**config.mk**
```make
export PLATFORM = sky130hd
export DESIGN_NAME = pattern_match_engine
export DESIGN_NICKNAME = d
export VERILOG_FILES = /design/src/rtl/pme_pkg.sv /design/src/rtl/pme_sync.sv /design/src/rtl/pme_slice.sv /design/src/rtl/pme_combine.sv /design/src/rtl/pattern_match_engine.sv
export SDC_FILE = /design/constraint.sdc
export NUM_CORES = 1
export LEC_CHECK = 0
export CAP_MARGIN = 20
export CORE_UTILIZATION = 27
export CTS_CLUSTER_DIAMETER = 50
export DETAILED_ROUTE_END_ITERATION = 10
export SLEW_MARGIN = 15
export SYNTH_ARGS = -nofsm -noshare
export SYNTH_HDL_FRONTEND = slang
export SYNTH_HIERARCHICAL = 1
export SYNTH_SLANG_ARGS = --single-unit
```
**constraint.sdc**
```tcl
create_clock -name clk -period 4.3 [get_ports clk]
set_input_delay 0.86 -clock clk [delete_from_list [all_inputs] [get_ports clk]]
set_output_delay 0.86 -clock clk [all_outputs]
set_load 0.02 [all_outputs]
```
**src/rtl/pme_pkg.sv**
```systemverilog
package pme_pkg;
  localparam int PME_N_IN    = 8;
  localparam int PME_N_SLICE = 8;
  localparam int PME_SEL_W   = $clog2(PME_N_IN);
  localparam int PME_CODE_W  = 3;

  typedef enum logic [PME_CODE_W-1:0] {
    COND_TRUE  = 3'd0,
    COND_RISE  = 3'd1,
    COND_FALL  = 3'd2,
    COND_BOTH  = 3'd3,
    COND_HIGH  = 3'd4,
    COND_LOW   = 3'd5,
    COND_EVENT = 3'd6,
    COND_FALSE = 3'd7
  } pme_cond_e;
endpackage

```
**src/rtl/pme_sync.sv**
```systemverilog
module pme_sync #(
  parameter int W = 8
) (
  input  logic         clk,
  input  logic         rst_n,
  input  logic [W-1:0] d_i,
  output logic [W-1:0] cur_o,
  output logic [W-1:0] prv_o
);
  logic [W-1:0] meta_q;

  always_ff @(posedge clk or negedge rst_n) begin
    if (!rst_n) begin
      meta_q <= '0;
      cur_o  <= '0;
      prv_o  <= '0;
    end else begin
      meta_q <= d_i;
      cur_o  <= meta_q;
      prv_o  <= cur_o;
    end
  end
endmodule

```
**src/rtl/pme_slice.sv**
```systemverilog
module pme_slice
  import pme_pkg::*;
#(
  parameter int N_IN  = PME_N_IN,
  parameter int SEL_W = PME_SEL_W
) (
  input  logic            clk,
  input  logic            rst_n,
  input  logic            rearm_i,
  input  logic [SEL_W-1:0] sel_i,
  input  pme_cond_e       code_i,
  input  logic [N_IN-1:0] cur_i,
  input  logic [N_IN-1:0] prv_i,
  output logic            hit_o,
  output logic            sticky_o
);
  logic now_v, old_v, rise, fall, catch_edge;

  always_comb begin
    now_v = cur_i[sel_i];
    old_v = prv_i[sel_i];
    rise  = now_v & ~old_v;
    fall  = ~now_v & old_v;
    catch_edge = 1'b0;
    hit_o = 1'b0;
    case (code_i)
      COND_TRUE:  hit_o = 1'b1;
      COND_RISE:  begin catch_edge = rise;        hit_o = sticky_o | rise; end
      COND_FALL:  begin catch_edge = fall;        hit_o = sticky_o | fall; end
      COND_BOTH:  begin catch_edge = rise | fall; hit_o = sticky_o | rise | fall; end
      COND_HIGH:  hit_o = now_v;
      COND_LOW:   hit_o = ~now_v;
      COND_EVENT: hit_o = rise | fall;
      default:    hit_o = 1'b0;
    endcase
  end

  always_ff @(posedge clk or negedge rst_n) begin
    if (!rst_n)       sticky_o <= 1'b0;
    else if (rearm_i) sticky_o <= 1'b0;
    else              sticky_o <= sticky_o | catch_edge;
  end
endmodule

```
**src/rtl/pme_combine.sv**
```systemverilog
module pme_combine #(
  parameter int N = 8
) (
  input  logic [N-1:0] hit_i,
  input  logic [N-1:0] ep_i,
  output logic [N-1:0] term_o
);
  logic [N-1:0] run;
  logic [N-1:0] ep_eff;

  assign ep_eff = {1'b1, ep_i[N-2:0]};
  assign run[0] = hit_i[0];

  for (genvar i = 1; i < N; i++) begin : g_chain
    assign run[i] = hit_i[i] & (ep_eff[i-1] | run[i-1]);
  end

  assign term_o = run & ep_eff;
endmodule

```
**src/rtl/pattern_match_engine.sv**
```systemverilog
module pattern_match_engine
  import pme_pkg::*;
#(
  parameter int N_IN    = PME_N_IN,
  parameter int N_SLICE = PME_N_SLICE,
  parameter int SEL_W   = PME_SEL_W,
  parameter int CODE_W  = PME_CODE_W,
  parameter int DATA_W  = PME_N_SLICE * PME_CODE_W
) (
  input  logic               clk,
  input  logic               rst_n,
  input  logic [N_IN-1:0]    pins_i,
  input  logic               cfg_we_i,
  input  logic [1:0]         cfg_addr_i,
  input  logic [DATA_W-1:0]  cfg_wdata_i,
  output logic [N_SLICE-1:0] term_irq_o,
  output logic               match_o,
  output logic               rx_event_o
);
  localparam int SEL_BITS  = N_SLICE * SEL_W;
  localparam int CODE_BITS = N_SLICE * CODE_W;

  logic [SEL_BITS-1:0]  sel_q;
  logic [CODE_BITS-1:0] cond_q;
  logic [N_SLICE-1:0]   ep_q;
  logic                 evt_en_q;
  logic                 match_q;
  logic [N_IN-1:0]      cur, prv;
  logic [N_SLICE-1:0]   hit;
  logic [N_SLICE-1:0]   sticky_vec;

  always_ff @(posedge clk or negedge rst_n) begin
    if (!rst_n) begin
      sel_q    <= '0;
      cond_q   <= '1;
      ep_q     <= '0;
      evt_en_q <= 1'b0;
    end else if (cfg_we_i) begin
      case (cfg_addr_i)
        2'd0:    sel_q  <= cfg_wdata_i[SEL_BITS-1:0];
        2'd1:    cond_q <= cfg_wdata_i[CODE_BITS-1:0];
        2'd2:    {evt_en_q, ep_q} <= cfg_wdata_i[N_SLICE:0];
        default: ;
      endcase
    end
  end

  pme_sync #(.W(N_IN)) u_sync (
    .clk(clk), .rst_n(rst_n), .d_i(pins_i), .cur_o(cur), .prv_o(prv)
  );

  for (genvar i = 0; i < N_SLICE; i++) begin : g_slice
    pme_slice #(.N_IN(N_IN), .SEL_W(SEL_W)) u_slice (
      .clk      (clk),
      .rst_n    (rst_n),
      .rearm_i  (cfg_we_i),
      .sel_i    (sel_q[i*SEL_W +: SEL_W]),
      .code_i   (pme_cond_e'(cond_q[i*CODE_W +: CODE_W])),
      .cur_i    (cur),
      .prv_i    (prv),
      .hit_o    (hit[i]),
      .sticky_o (sticky_vec[i])
    );
  end

  pme_combine #(.N(N_SLICE)) u_comb (
    .hit_i(hit), .ep_i(ep_q), .term_o(term_irq_o)
  );

  assign match_o = |term_irq_o;

  always_ff @(posedge clk or negedge rst_n) begin
    if (!rst_n) match_q <= 1'b0;
    else        match_q <= match_o;
  end

  assign rx_event_o = evt_en_q & match_o & ~match_q;
endmodule

```
==> results.txt <==
Outcome -> finished, violations left
Failing checks -> negative setup slack
Int Power -> 2.26 mW
# DRC -> 0
Area delta synth->final -> 31.1%
Buffers on Ports -> 46
Largest delay share family, worst path -> simple AND/OR/NAND/NOR gates
Tcrit/Tclk final -> 109%
Die X-Extent -> 142 um
Mapped Area -> 5260 um^2
Total number of vias -> 3,689
Sw Ratio -> 32.9%
Vias in the first global route -> 3,939
Worst-path cell chain -> mux4_2 -> mux2i_4 -> inv_1 -> ha_2 -> a21oi_2 -> a21oi_2 -> or4_4 -> a21o_1 -> o211ai_2 -> buf_4 -> a31oi_4 -> nor4_2 -> buf_4 -> a21oi_2 -> buf_4
CTS Sinks -> 89
Total track usage -> 13.6%
Layout Skew -> 7.76 ps
Crit-path max cell delay -> 530 ps
CTS tree -> built
Antenna-violating nets left -> 0
Peak supply drop -> 0.224 mV
Vias per Instance -> 4.92
Initial DRC Count -> 130
Global-route wire length before repair -> 20,900 um
H-tree depth -> 3
Sequential share of power -> 35.7%
Period minus WS final -> 4690 ps
Total power -> 3.38 mW
Row cnt -> 50
Final wirelength -> 13,100 um
Final instance area -> 6890 um^2
Clk_lat worst skew -> 350 ps
Synth warn -> 6
Multi-input logic area -> 3010 um^2
Final setup fails -> 4
Fmax -> 213 MHz
Cells after Synth -> 372
GRT Residual Overflow -> 0
RSZ-0062 raised after global routing -> yes
Antenna Diode Count -> 0
Final Hold Viols -> 0
Worst hold path class -> reg2reg
Cts bufs inserted -> 9
Critical Path Source Type -> flip-flop
Initial antenna violation count -> 0
Worst-path fanout max -> 7
Final slew viol count -> 0
Layout Nets -> 538
Logic pwr share -> 41.1%
Area of the die -> 20,000 um^2
R2R Setup Slk -> 830 ps
Max cap viols -> 0
Cell Area, Placed -> 6390 um^2
Reg area -> 2280 um^2
Final setup margin -> -388 ps
DP Wirelength -> 9400 um
Die Ht -> 142 um
Setup CP Type -> reg2out
Slowest CP cell -> or4_4
Clock transition at the registers of the reported paths -> 60 ps
Share of layout cells above drive strength 1 -> 53.7%
Boundary Pins -> 47
Gpl congestion -> 0.856
Max clock buf depth -> 2
Starting density of the core -> 27.8%
Clock power frac -> 23.3%
Cts hold-fix bufs -> 0
Arr. time, crit path -> 3830 ps
Core area -> 18,900 um^2
PwrDens -> 490 nW/um^2
Buf+Inv Stages, Crit Path -> 4
Filler instances -> 1,847
Slew headroom -> 39.4%
Syn Nets -> 425
Slew @ Worst Pin -> 908 ps
Place WS -> -646 ps
Drt wl/cell -> 17.5 um
NetSw -> 1.11 mW
CP endpoint kind -> output port
Syn_area_per_cell -> 14.1 um^2
Largest net degree at the start of global routing -> 73
First drt pass iteration count -> 6
Clk root buf -> clkbuf_16
Lkg Pwr -> 2.79 nW
Data required, critical path -> 3440 ps
-- metrics by stage --
stage          utilization, %  hold slack (ps)  instances  setup TNS, ps
6_report                 36.5              348        750           -910
3_3_place_gp             33.8              339        727          -1400
3_5_place_dp             33.8              336        727          -2420
5_1_grt                  36.5              357        750          -1810
2_1_floorplan               -              331        372              0
4_1_cts                  35.7              350        746           -876
-- state kept, by name (all words and copies together) (netlist names) --
name	cells
u_sync/prv_o	8
match_q	1
u_sync/meta_q	8
sel_q	24
ep_q	7
g_slice.u_slice/sticky_o	8
evt_en_q	1
cond_q	24
u_sync/cur_o	8
-- path summary, 6_finish.rpt --
path / from / to / cells past startpoint
worst min-delay path: u_sync/meta_q[3]$_DFF_PN0_ / u_sync/cur_o[3]$_DFF_PN0_ / 0
worst max register to register: u_sync/prv_o[6]$_DFF_PN0_ / match_q$_DFF_PN0_ / 14
max in group asynchronous: rst_n / cond_q[22]$_DFFE_PN1P_ / 2
worst max-delay path: u_sync/prv_o[6]$_DFF_PN0_ / rx_event_o / 15
worst min register to register: u_sync/meta_q[3]$_DFF_PN0_ / u_sync/cur_o[3]$_DFF_PN0_ / 0
min in group asynchronous: rst_n / sel_q[1]$_DFFE_PN0P_ / 1
-- power by group through the flow --
stage / sequential (mW) / clock, mW / combinational [mW]
floorplan: 1.15 / 0 / 0.737
global placement: 1.19 / 0 / 1.15
detailed placement: 1.20 / 0 / 1.20
CTS: 1.19 / 0.810 / 1.25
global route: 1.23 / 0.846 / 1.49
finish: 1.20 / 0.786 / 1.39
-- worst register-to-register path, delay by kind of cell, from the launching register on --
kind	cells	cell delay (ps)
mux	2	690
fa+ha+maj	1	200
flops	1	470
compound gates	5	730
buf+inv	3	390
simple gates	3	890
-- routing by layer --
| metal | share of wire, % | track usage, % | vias to the layer above |
|---|---|---|---|
| met5 | 0 | 0 | - |
| met4 | 2.0 | 4.13 | 0 |
| met3 | 4.7 | 3.27 | 19 |
| met2 | 51 | 23.8 | 105 |
| met1 | 43 | 16.6 | 1886 |
| li1 | - | - | 1679 |
-- placed cells by master (no fill, tap or decap), types with 3 or more instances in the layout --
cell / n
mux2_2: 55
buf_6: 8
a21o_1: 3
mux2i_1: 4
mux4_2: 16
nor3_1: 8
nor4bb_1: 8
dfrtp_2: 20
a21oi_2: 7
buf_4: 61
clkinv_4: 3
inv_1: 17
clkbuf_16: 9
ha_2: 4
o21ai_0: 8
a21oi_1: 26
dfrtp_1: 45
nor2b_1: 16
or4_4: 6
mux4_1: 16
o21ba_2: 8
and4b_2: 8
nor2_1: 10
nand3b_1: 8
ha_1: 11
mux2i_4: 11
clkdlybuf4s50_1: 35
dfstp_2: 24
-- layout make-up --
| class | instances | share of cell area, % |
|---|---|---|
| tap | 260 | 4.72 |
| sequential | 89 | 33.1 |
| clock buffer | 10 | 3.32 |
| inverter | 17 | 0.926 |
| timing repair buffer | 106 | 13.2 |
| clock inverter | 6 | 0.998 |
| multi-input combinational | 262 | 43.7 |
-- repair_timing --
item | CTS | global route
pin swaps | 10 | 16
gates resized for setup | 80 | 47
buffers inserted | 3 | 6
setup endpoints to repair | 10 | 9
Note: power is estimated with default switching activity, not from simulation.
